==> config.mk <==
export PLATFORM = sky130hd
export DESIGN_NAME = retrig_oneshot
export DESIGN_NICKNAME = d
export VERILOG_FILES = /design/src/rtl/retrig_pkg.sv /design/src/rtl/oneshot_sync.sv /design/src/rtl/oneshot_trigger.sv /design/src/rtl/oneshot_timer.sv /design/src/rtl/retrig_oneshot.sv
export SDC_FILE = /design/constraint.sdc
export NUM_CORES = 1
export LEC_CHECK = 0
export BUFFER_PORTS_ARGS = -buffer_cell sky130_fd_sc_hd__buf_2
export CORE_MARGIN = 2
export CORE_UTILIZATION = 50
export CTS_CLUSTER_DIAMETER = 150
export CTS_CLUSTER_SIZE = 20
export DETAILED_ROUTE_END_ITERATION = 10
export PLACE_DENSITY = 0.74
export SLEW_MARGIN = 20
export SYNTH_ARGS = -nofsm -noshare
export SYNTH_HDL_FRONTEND = slang
export SYNTH_SLANG_ARGS = --single-unit
==> constraint.sdc <==
create_clock -name clk -period 2.05 [get_ports clk]
set_clock_uncertainty 0.15 [all_clocks]
set_input_delay 0.41 -clock clk [delete_from_list [all_inputs] [get_ports clk]]
set_output_delay 0.41 -clock clk [all_outputs]
set_load 0.02 [all_outputs]
==> src/rtl/retrig_pkg.sv <==
// Shared constants for the retriggerable one-shot: positions of the three
// control levels inside the synchronised vector and their reset levels.
// Assumes nothing beyond a three-bit level vector.
package retrig_pkg;
    localparam int LVL_W  = 3;
    localparam int FALL_B = 2;   // falling-edge trigger level
    localparam int RISE_B = 1;   // rising-edge trigger level
    localparam int CLR_B  = 0;   // active-low clear level
    // Reset levels chosen so that no trigger is seen at reset release for
    // the common idle levels: fall input low, rise input high, clear high.
    localparam logic [LVL_W-1:0] LVL_RST = 3'b011;
endpackage

==> src/rtl/oneshot_sync.sv <==
// Two-flop synchroniser for a vector of asynchronous levels.
// Each bit resets to its own value from RST_VAL. Assumes each input level
// is held for at least one clock so no change is lost.
module oneshot_sync #(
    parameter int                N       = 3,
    parameter logic [N-1:0]      RST_VAL = '0
) (
    input  logic         clk,
    input  logic         rst_n,
    input  logic [N-1:0] d_i,
    output logic [N-1:0] q_o
);
    for (genvar g = 0; g < N; g++) begin : g_bit
        logic meta_q;
        logic sync_q;
        // Two-stage capture of one level bit.
        always_ff @(posedge clk) begin
            if (!rst_n) begin
                meta_q <= RST_VAL[g];
                sync_q <= RST_VAL[g];
            end else begin
                meta_q <= d_i[g];
                sync_q <= meta_q;
            end
        end
        assign q_o[g] = sync_q;
    end
endmodule

==> src/rtl/oneshot_trigger.sv <==
// Edge detector and qualifier. It compares synchronised levels with their
// previous values and raises fire_o for one cycle when any of the three
// qualified trigger conditions holds. arm_o is the synchronised clear level.
// Assumes lvl_i comes from a synchroniser with the same reset levels.
module oneshot_trigger
    import retrig_pkg::*;
(
    input  logic             clk,
    input  logic             rst_n,
    input  logic [LVL_W-1:0] lvl_i,
    output logic             fire_o,
    output logic             arm_o
);
    logic [LVL_W-1:0] prev_q;
    logic             fall_hit, rise_hit, clr_hit;

    // Remember last cycle's synchronised levels.
    always_ff @(posedge clk) begin
        if (!rst_n) prev_q <= LVL_RST;
        else        prev_q <= lvl_i;
    end

    // Qualified edge conditions.
    always_comb begin
        fall_hit = prev_q[FALL_B] & ~lvl_i[FALL_B] & lvl_i[RISE_B] & lvl_i[CLR_B];
        rise_hit = ~prev_q[RISE_B] & lvl_i[RISE_B] & ~lvl_i[FALL_B] & lvl_i[CLR_B];
        clr_hit  = ~prev_q[CLR_B] & lvl_i[CLR_B] & ~lvl_i[FALL_B] & lvl_i[RISE_B];
    end

    assign fire_o = fall_hit | rise_hit | clr_hit;
    assign arm_o  = lvl_i[CLR_B];
endmodule

==> src/rtl/oneshot_timer.sv <==
// Down-counting width timer. A load sets the count to the width, and the
// output is active while the count is non-zero and the clear is released.
// Assumes width_i is stable while a load is taken.
module oneshot_timer #(
    parameter int CW = 8
) (
    input  logic          clk,
    input  logic          rst_n,
    input  logic          arm_i,
    input  logic          load_i,
    input  logic [CW-1:0] width_i,
    output logic          active_o
);
    logic [CW-1:0] cnt_q;

    // Clear wins, then (re)load, then count down.
    always_ff @(posedge clk) begin
        if (!rst_n)            cnt_q <= '0;
        else if (!arm_i)       cnt_q <= '0;
        else if (load_i)       cnt_q <= width_i;
        else if (cnt_q != '0)  cnt_q <= cnt_q - 1'b1;
    end

    // Clear gates the output at once.
    assign active_o = (cnt_q != '0) && arm_i;
endmodule

==> src/rtl/retrig_oneshot.sv <==
// Retriggerable one-shot top level. The control inputs are synchronised,
// qualified into a single trigger strobe, and the strobe (re)loads the width
// timer. Assumes width_i changes only between pulses.
module retrig_oneshot
    import retrig_pkg::*;
#(
    parameter int WIDTH_W = 8
) (
    input  logic               clk,
    input  logic               rst_n,
    input  logic               trig_fall_i,
    input  logic               trig_rise_i,
    input  logic               clr_n_i,
    input  logic [WIDTH_W-1:0] width_i,
    output logic               pulse_o,
    output logic               pulse_n_o
);
    logic [LVL_W-1:0] raw_lvl, sync_lvl;
    logic             fire_w, arm_w, active_w;

    // Pack the control inputs at their fixed positions.
    always_comb begin
        raw_lvl         = '0;
        raw_lvl[FALL_B] = trig_fall_i;
        raw_lvl[RISE_B] = trig_rise_i;
        raw_lvl[CLR_B]  = clr_n_i;
    end

    oneshot_sync #(.N(LVL_W), .RST_VAL(LVL_RST)) sync_i (
        .clk   (clk),
        .rst_n (rst_n),
        .d_i   (raw_lvl),
        .q_o   (sync_lvl)
    );

    oneshot_trigger trig_i (
        .clk    (clk),
        .rst_n  (rst_n),
        .lvl_i  (sync_lvl),
        .fire_o (fire_w),
        .arm_o  (arm_w)
    );

    oneshot_timer #(.CW(WIDTH_W)) timer_i (
        .clk      (clk),
        .rst_n    (rst_n),
        .arm_i    (arm_w),
        .load_i   (fire_w),
        .width_i  (width_i),
        .active_o (active_w)
    );

    // Complementary outputs.
    assign pulse_o   = active_w;
    assign pulse_n_o = ~active_w;
endmodule

* Word-level counts from Yosys, hierarchy flattened
Index checks and enable logic that the tools add are counted.
** Cells by class
- Reductions and logical operators :: 4
- Magnitude comparators :: 0
- Divide/modulo/power cells :: 0
- Multipliers :: 0
- Shift-type cells :: 0
- Eq/ne operators :: 0
- Bitwise logic cells :: 15
- Multiplexer cells :: 2
- $add $sub $neg :: 1
** Operators with widths (number)
- $mux W8 :: 2
- $and A1 B1 Y1 :: 9
- $reduce_bool A8 Y1 :: 1
- $sub A8 B1 Y8 const B :: 1
- $not A1 Y1 :: 4
- $or A1 B1 Y1 :: 2
- $reduce_and A2 Y1 :: 1
- $reduce_bool A2 Y1 :: 1
- $logic_and A1 B1 Y1 :: 1
** Word-level totals
- Bits in latches :: 0
- Logic and storage cells :: 30
- Bits in writable memories :: 0
- Flip-flop bits (word level) :: 17
- Memories :: 0
- ROM bits :: 0

* Depth between registers and ports, before layout
Gate-level depths: netlist of the first run.
- Depth after elaboration :: 7
- Mapped depth :: 6
- Mapped depth without buffers :: 6

* Modules after synthesis
From an unflattened synthesis of the first run, not the netlist that was laid out.
** Unflattened totals
- Cells, all modules :: 82
- Area total of the unflattened synthesis :: 750.7 um^2
** By module, submodules not included
- oneshot_timer :: seq. area each 160.2 um^2, cells each 56, instances 1, area an instance 457.9 um^2
- oneshot_sync :: seq. area each 120.1 um^2, cells each 15, instances 1, area an instance 180.2 um^2
- oneshot_trigger :: seq. area each 60.1 um^2, cells each 10, instances 1, area an instance 108.9 um^2
- retrig_oneshot :: seq. area each 0.0 um^2, cells each 1, instances 1, area an instance 3.8 um^2

* Least setup slack after synthesis of the first run
Ideal clock, no wire load.
- Path type :: register -> output
- From :: reg timer_i.cnt_q[0]
- To :: out pulse_o
- Cell stages (with the launch flop) :: 7
- Data arrival time :: 1.552 ns
- Buffers on the path :: 0
- Required time :: 1.490 ns
- Path slack :: -0.062 ns
- Cells stage by stage :: dfxtp_1 inv_1 ha_1 or3b_2 or2_4 nand2_1 inv_1
** On the way
- Longest elaborated chain between the ends :: 2
** RTL lines
- from (decl) :: line oneshot_timer.sv:14 : logic [CW-1:0] cnt_q;
- from (signal assigned) :: line oneshot_timer.sv:20 : else if (load_i) cnt_q <= width_i;
- from (signal assigned) :: line oneshot_timer.sv:21 : else if (cnt_q != '0) cnt_q <= cnt_q - 1'b1;
- $reduce_bool A8 Y1 :: line oneshot_timer.sv:25 : assign active_o = (cnt_q != '0) && arm_i;
- $logic_and A1 B1 Y1 :: line oneshot_timer.sv:25
- to (decl) :: line retrig_oneshot.sv:15 : output logic pulse_o,
Every way passes these cells.

* Worst setup path after layout of the first run
Same ends and word-level chain as after synthesis.

==> results of run 1 <==
==> worst paths after layout <==
| path | to | cells after the start | slack (ns) |
|---|---|---|---|
| setup reg to reg | timer_i.cnt_q[6]$_SDFFE_PN0P_ | 7 | 0.23 |
| setup / recovery | pulse_o | 7 | -0.19 |
| hold / removal | sync_i.g_bit[0].meta_q$_SDFF_PN1_ | 2 | 0.14 |
| hold reg to reg | sync_i.g_bit[0].sync_q$_SDFF_PN1_ | 1 | 0.27 |
==> worst reg2reg max path, cell delays in order, from the launching register on <==
cell	delay [ns]
dfxtp_2	0.34
inv_2	0.08
ha_4	0.12
or3b_4	0.36
or2_4	0.24
buf_4	0.15
o21bai_4	0.19
a211oi_1	0.07
==> sequential cells by signal, summed over array words and instances (netlist names) <==
signal and cells:
sync_i.g_bit.meta_q 3, sync_i.g_bit.sync_q 3, trig_i.prev_q 3, timer_i.cnt_q 8
==> cell families (layout without fill, tap and decap cells) <==
group           Yosys count  count (layout)
simple gates             35              35
flops                    17              17
compound gates           12              12
xor+xnor                  5               5
buf+inv                   4              32
fa+ha+maj                 2               2
==> cells in the final DEF, fill, tap and decap left out <==
master	instances
a211oi_1	4
a211oi_2	1
a21oi_1	2
a311oi_1	1
and2_1	3
and4b_1	1
buf_2	12
buf_4	12
buf_6	1
clkbuf_4	3
clkinvlp_4	1
dfxtp_1	14
dfxtp_2	3
ha_1	1
ha_4	1
inv_2	3
nand2_1	3
nand2_2	1
nand2b_1	9
nand3_1	1
nand3b_1	1
nand4b_1	1
nor2_1	8
nor3_1	1
nor4_1	1
o211ai_1	1
o21ai_0	2
o21bai_4	1
or2_4	1
or3_1	2
or3b_4	1
or4_4	1
xnor2_1	4
xor2_1	1
==> through the flow <==
| stage | area, um^2 | power [mW] | utilization (%) | instances | hold WS, ns |
|---|---|---|---|---|---|
| 6_report | 953 | 1.52 | 71.5 | 118 | 0.144 |
| 5_1_grt | 953 | 1.64 | 71.5 | 118 | 0.130 |
| 4_1_cts | 923 | 1.47 | 69.2 | 116 | 0.132 |
| 3_5_place_dp | 836 | 1.14 | 62.7 | 106 | 0.249 |
| 3_3_place_gp | 836 | 1.11 | 62.7 | 106 | 0.249 |
| 2_1_floorplan | 728 | 0.969 | - | 75 | 0.236 |
==> where the power goes <==
group	internal, mW	total (mW)	switching [mW]
clock network	0.0743	0.182	0.108
logic	0.480	0.871	0.392
registers	0.415	0.470	0.0549
total	0.969	1.52	0.554
==> routing by layer <==
layer	up-vias	GRT usage [%]	part of all wire, %
met1	279	17.3	41
met3	4	7.76	4.2
met4	0	5.63	2.8
met5	-	0	0
li1	313	-	-
met2	14	34.4	51
==> area by class of cell <==
cell class                 instances  area [um^2]  share of cell area [%]
multi-input combinational         54          388                    40.7
sequential                        17          344                    36.1
timing repair buffer              25          161                    16.9
clock buffer                       3         22.5                    2.36
tap                               15         18.8                    1.97
inverter                           3         11.3                    1.18
clock inverter                     1         7.51                   0.787
==> timing repair <==
item | in CTS | in global routing
pin swaps | 2 | 1
setup endpoints to repair | 2 | 2
gates resized for setup | 8 | 4
buffers inserted | 6 | 2
==> impl_results.md, run 1 <==
- Most common cell in the synthesized netlist: dfxtp_1
- Worst setup startpoint: timer_i.cnt_q[0]$_SDFFE_PN0P_
- Number of diodes: 0
- XOR/XNOR Fraction of Synth Area: 6.03%
- Highest-delay cell along the critical path: or3b_4
- Layout Nets: 119
- Synth cell types: 27
- I/O Pins: 15
- TritonCTS clock tree: yes
- Startpoint type of the worst setup path: flip-flop
- # fillers: 107
- Arrival time at the worst endpoint: 1.68 ns
- Ys flop type: dfxtp_1
- Fin worst setup slack: -0.192 ns
- Total negative slack: -0.380 ns
- Final period utilization: 109%
- Largest cells by area after synthesis: dfxtp_1 (47%), nand2b_1 (7.8%), xnor2_1 (4.8%)
- Vias in the first global route: 621
- Complex-gate fraction of the synthesized area: 13.4%
- Post-Synth Adder-Cell Area: 3.45%
- Ys Warns: 0
- Initial Util: 54.4%
- Final hold viol count: 0
- DR vias: 610
- Most frequent CP cell: inv_2
- Std-Cell Rows: 13
- Largest net degree at the start of global routing: 15
- Setup CP Type: flip-flop to output pin
- Post-synth top cells: dfxtp_1 (17), nand2b_1 (9), nor2_1 (8)
- Pre-CTS setup slack: -0.0131 ns
- Routed wire length per instance: 12.1 um
- CTS root buf: clkbuf_4
- Pwr/cell area: 1600 mW/mm^2
- Die Span Y: 42.1 um
- Register area share after synthesis: 46.9%
- Outcome: complete, but fails checks
- Hold Buf Count CTS: 0
- Drt pass-1 iters: 2
- First-pass GRT wire length: 2.43 mm
- Simple-Gate Fraction of Synth Area: 28.1%
- Post-route ant nets: 0
- Max-cap violations: 0
- CP endpoint kind: output pin
- Gr ovfl total: 0
- Via density: 5.17
- Peak VDD IR: 0.000835 V
- Initial antenna violation count: 0
- Routed WL: 1.42 mm
- Worst-Margin Slew: 0.305 ns
- Die Wd: 42.1 um
- Asr flop ratio synth: 0%
- Full die area: 0.00177 mm^2
- DRT iter0 DRCs: 4
- Setup violations, final: 2
- Total GRT Usage: 18.1%
- Bufs and invs on worst path: 3
- Unrepaired setup endpoints after global routing: yes
- Core ar.: 0.00133 mm^2
- Drt drc: 0
- Share of cells above drive strength 1: 40.8%
- Worst-path fanout max: 2
- Max-slew violation count: 0
- FF-to-FF Start: timer_i.cnt_q[0]$_SDFFE_PN0P_
- CP required: 1.49 ns
- Avg Synthesized Cell Area: 9.68 um^2
- Mapped cell area: 726 um^2
- Crit-path cells: inv_2, ha_4, or3b_4, or2_4, nand2_2, inv_2, buf_6
- Top cell type by total area after synthesis: dfxtp_1
- Clock-pin slew of the registers on the worst-case setup and hold paths: 0.10 ns
- Mux cell area share after synthesis: 0%
- Worst-Skew Late Latency: 0.29 ns
- Share of the synthesized area in the top cell type: 46.9%
- # port buffers: 14
- Cts bufs inserted: 3
- Max clock buf depth: 2
- Mapped Cells: 75
- Hold path startpoint: clr_n_i
- GP Congestion: 0.751
- CTS Sinks: 17
- Worst path max stage delay: 0.36 ns
- Layout area overhead: 31.4%
- EDFF count, synth: 0
- Post-DP HPWL: 990 um
- Kind of cell adding the most delay to the critical path: simple AND/OR/NAND/NOR gates
- Main combinational cell family by area after synthesis: simple AND/OR/NAND/NOR gates
- Min-Delay Path Class: primary input to flip-flop
- Yosys reg bits: 17
- Final min period: 2.24 ns
- Failing checks: setup timing
- CTS H-tree lvls: 1
- Max Freq: 0.446 GHz
- Rel. slew slack: 79.5%
- Leakage power: 0.409 nW
- Syn Nets: 90
Power figures use the tool's default switching activity.
==> run 2: changes to the inputs <==
Settings changed: ABC_AREA set to 1, BUFFER_PORTS_ARGS -buffer_cell sky130_fd_sc_hd__buf_2 to -buffer_cell sky130_fd_sc_hd__buf_4, CORE_UTILIZATION 50 to 53, PLACE_DENSITY 0.74 to 0.76.
==> impl_results.md, run 2 <==
- Outcome: completed (was complete, but fails checks)
- XOR/XNOR Fraction of Synth Area: 0% (was 6.03%)
- Multi-input gate area: 458 um^2 (was 388 um^2)
- Startpoint type of the worst setup path: flip-flop (unchanged)
- # port buffers: 14 (unchanged)
- Rel. slew slack: 77.4% (was 79.5%)
- DRT iter0 DRCs: 15 (was 4)
- Hold Buf Count CTS: 0 (unchanged)
- Worst-Skew Late Latency: 0.30 ns (was 0.29 ns)
- DR vias: 740 (was 610)
- CP required: 1.49 ns (about the same)
- Unrepaired setup endpoints after global routing: no (was yes)
- Hold path depth: 3 (was 2)
- # fillers: 131 (was 107)
- Vias in the first global route: 688 (was 621)
- First-pass GRT wire length: 2.95 mm (was 2.43 mm)
- Share of cells above drive strength 1: 28.3% (was 40.8%)
- Layout area overhead: 16.7% (was 31.4%)
- Kind of cell adding the most delay to the critical path: flip-flops (was simple AND/OR/NAND/NOR gates)
- Syn Nets: 135 (was 90)
- Commonest non-fill, non-tap cell in the layout: nand2_1 (was dfxtp_1)
- Worst-Margin Slew: 0.338 ns (was 0.305 ns)
- Hold path startpoint: clr_n_i (unchanged)
- Overall Power: 1.46 mW (was 1.52 mW)
- Clock-pin slew of the registers on the worst-case setup and hold paths: 0.10 ns (about the same)
- Share of the synthesized area in the top cell type: 37.6% (was 46.9%)
- Final hold slack: 0.129 ns (was 0.144 ns)
- Gr ovfl total: 0 (unchanged)
- Min-Delay Path Class: primary input to flip-flop (unchanged)
- CTS root buf: clkbuf_4 (unchanged)
- Setup violations, final: 0 (was 2)
- Worst path max stage delay: 0.35 ns (was 0.36 ns)
- Main combinational cell family by area after synthesis: simple AND/OR/NAND/NOR gates (unchanged)
- Total GRT Usage: 20.1% (was 18.1%)
- Most frequent cells in the layout: nand2_1 (24), inv_1 (23), buf_4 (16), dfxtp_1 (16), nand3_1 (13) (was dfxtp_1 (14), buf_2 (12), buf_4 (12))
- I/O Pins: 15 (unchanged)
- R2r setup slk: 0.53 ns (was 0.23 ns)
- Most common cell in the synthesized netlist: nand2_1 (was dfxtp_1)
- Reg2reg end: timer_i.cnt_q[6]$_SDFFE_PN0P_ (unchanged)
- Simple-Gate Fraction of Synth Area: 43.7% (was 28.1%)
- Max clock buf depth: 2 (unchanged)
- Cts bufs inserted: 3 (unchanged)
- Mux cell area share after synthesis: 0% (unchanged)
- CTS Sinks: 17 (unchanged)
- Post-DP HPWL: 1.26 mm (was 990 um)
- Most frequent CP cell: inv_1 (was inv_2)
- Drt drc: 0 (unchanged)
- Post-route ant nets: 0 (unchanged)
- Routed wire length per instance: 10.6 um (was 12.1 um)
- Bufs and invs on worst path: 3 (unchanged)
- Mapped Cells: 120 (was 75)
- Routed WL: 1.63 mm (was 1.42 mm)
- Register area share after synthesis: 37.6% (was 46.9%)
- Setup CP Type: flip-flop to output pin (unchanged)
- FF-to-FF Start: timer_i.cnt_q[0]$_SDFFE_PN0P_ (unchanged)
- GP Congestion: 0.816 (was 0.751)
- Number of diodes: 0 (unchanged)
- Max FFs per register: 8 (unchanged)
- Die Wd: 45.3 um (was 42.1 um)
- Total negative slack: 0 ns (was -0.380 ns)
- Largest net degree at the start of global routing: 14 (was 15)
- Worst-path fanout max: 4 (was 2)
- Crit-path cells: inv_1, ha_1, nand3_1, nor2_4, nor2_1, inv_1, buf_4 (was inv_2, ha_4, or3b_4, or2_4, nand2_2, inv_2, buf_6)
- Max-slew violation count: 0 (unchanged)
- Avg Synthesized Cell Area: 7.54 um^2 (was 9.68 um^2)
- Peak VDD IR: 0.000774 V (was 0.000835 V)
- CP endpoint kind: output pin (unchanged)
- Core ar.: 0.00156 mm^2 (was 0.00133 mm^2)
- Post-synth top cells: nand2_1 (24), inv_1 (23), dfxtp_1 (17), nand3_1 (13), nor2_1 (12) (was dfxtp_1 (17), nand2b_1 (9), nor2_1 (8))
- TritonCTS clock tree: yes (unchanged)
- Hold worst-path end: sync_i.g_bit[0].meta_q$_SDFF_PN1_ (unchanged)
- Full die area: 0.00205 mm^2 (was 0.00177 mm^2)
- EDFF count, synth: 0 (unchanged)
- Complex-gate fraction of the synthesized area: 4.15% (was 13.4%)
- Synth cell types: 22 (was 27)
- Arrival time at the worst endpoint: 1.42 ns (was 1.68 ns)
- Max Freq: 0.505 GHz (was 0.446 GHz)
- Die Span Y: 45.3 um (was 42.1 um)
- Mapped cell area: 905 um^2 (was 726 um^2)
- Yosys reg bits: 17 (unchanged)
- Via density: 4.81 (was 5.17)
- Reg2Reg Depth: 9 (was 7)
- Final min period: 1.98 ns (was 2.24 ns)
- Std-Cell Rows: 14 (was 13)
- Leakage power: 0.578 nW (was 0.409 nW)
- Largest cells by area after synthesis: dfxtp_1 (38%), nand2_1 (10%), inv_1 (9.5%) (was dfxtp_1 (47%), nand2b_1 (7.8%), xnor2_1 (4.8%))
- Biggest register: timer_i.cnt_q (unchanged)
- CTS H-tree lvls: 1 (unchanged)
- Final hold viol count: 0 (unchanged)
- Pwr/cell area: 1390 mW/mm^2 (was 1600 mW/mm^2)
- Ys Warns: 0 (unchanged)
- Highest-delay cell along the critical path: dfxtp_2 (was or3b_4)
- Asr flop ratio synth: 0% (unchanged)
- Register area: 342 um^2 (was 344 um^2)
- Fin worst setup slack: 0.0694 ns (was -0.192 ns)
- Final period utilization: 96.6% (was 109%)
- Drt pass-1 iters: 4 (was 2)
- Initial antenna violation count: 0 (unchanged)
- Layout Nets: 154 (was 119)
- Post-Synth Adder-Cell Area: 2.77% (was 3.45%)
- Top cell type by total area after synthesis: dfxtp_1 (unchanged)
- Initial Util: 58.0% (was 54.4%)
- Ys flop type: dfxtp_1 (unchanged)
- Pre-CTS setup slack: 0.326 ns (was -0.0131 ns)
- Max-cap violations: 0 (unchanged)
run 2: timing repair:
item                                    4_1_cts  5_1_grt
endpoints found under the setup margin        1        1
setup buffers                                 0        2
resized for setup                             1        0
pin swaps                                     0        1
run 2: final cells by class:
type | count | share of cell area, %
multi-input combinational | 77 | 43.4
sequential | 17 | 32.3
timing repair buffer | 16 | 11.4
inverter | 24 | 8.53
clock buffer | 4 | 2.49
tap | 16 | 1.90
run 2: how the worst max path moves through the flow:
stage | from | endpoint | slack (ns) | cells after the start
6_report | timer_i.cnt_q[0]$_SDFFE_PN0P_ | pulse_n_o | 0.07 | 7
5_1_grt | timer_i.cnt_q[0]$_SDFFE_PN0P_ | pulse_n_o | 0.003 | 7
4_1_cts | timer_i.cnt_q[0]$_SDFFE_PN0P_ | pulse_n_o | 0.04 | 7
3_5_place_dp | timer_i.cnt_q[0]$_SDFFE_PN0P_ | pulse_n_o | 0.33 | 7
3_3_place_gp | timer_i.cnt_q[0]$_SDFFE_PN0P_ | pulse_n_o | 0.38 | 7
2_1_floorplan | timer_i.cnt_q[0]$_SDFFE_PN0P_ | pulse_n_o | 0.20 | 6
run 2: worst reg2reg max path, stage by stage (launching register included):
cell	delay, ns
dfxtp_2	0.34
inv_1	0.09
ha_1	0.19
inv_1	0.05
nor2_1	0.23
nand3_1	0.11
nand2_1	0.09
nand3_2	0.05
nand3_1	0.07
nor2_1	0.04
run 2: power breakdown:
part	total (mW)	switching [mW]	internal, mW	leakage (nW)
sequential	0.453	0.0486	0.404	0.141
clock	0.184	0.108	0.0759	0.0150
combinational	0.826	0.497	0.329	0.422
run 2: metal layers:
metal | global-route usage (%) | part of all wire, %
met5 | 0 | 0
met4 | 5.29 | 0.86
met3 | 7.20 | 5.6
met2 | 31.4 | 43
met1 | 26.3 | 51
run 2: per-stage QoR:
step	cells	util, %	instance area [um^2]
after global routing	154	67.7	1060
after floorplan	120	-	905
final	154	67.7	1060
after detailed placement	148	65.0	1010
after global placement	148	65.0	1010
after CTS	152	66.8	1040
run 2: cell families after synthesis:
family	after synthesis
AOI/OAI and AO/OA	6
buffers and inverters	26
DFF	17
and+or+nand+nor	69
adders and majority gates	2
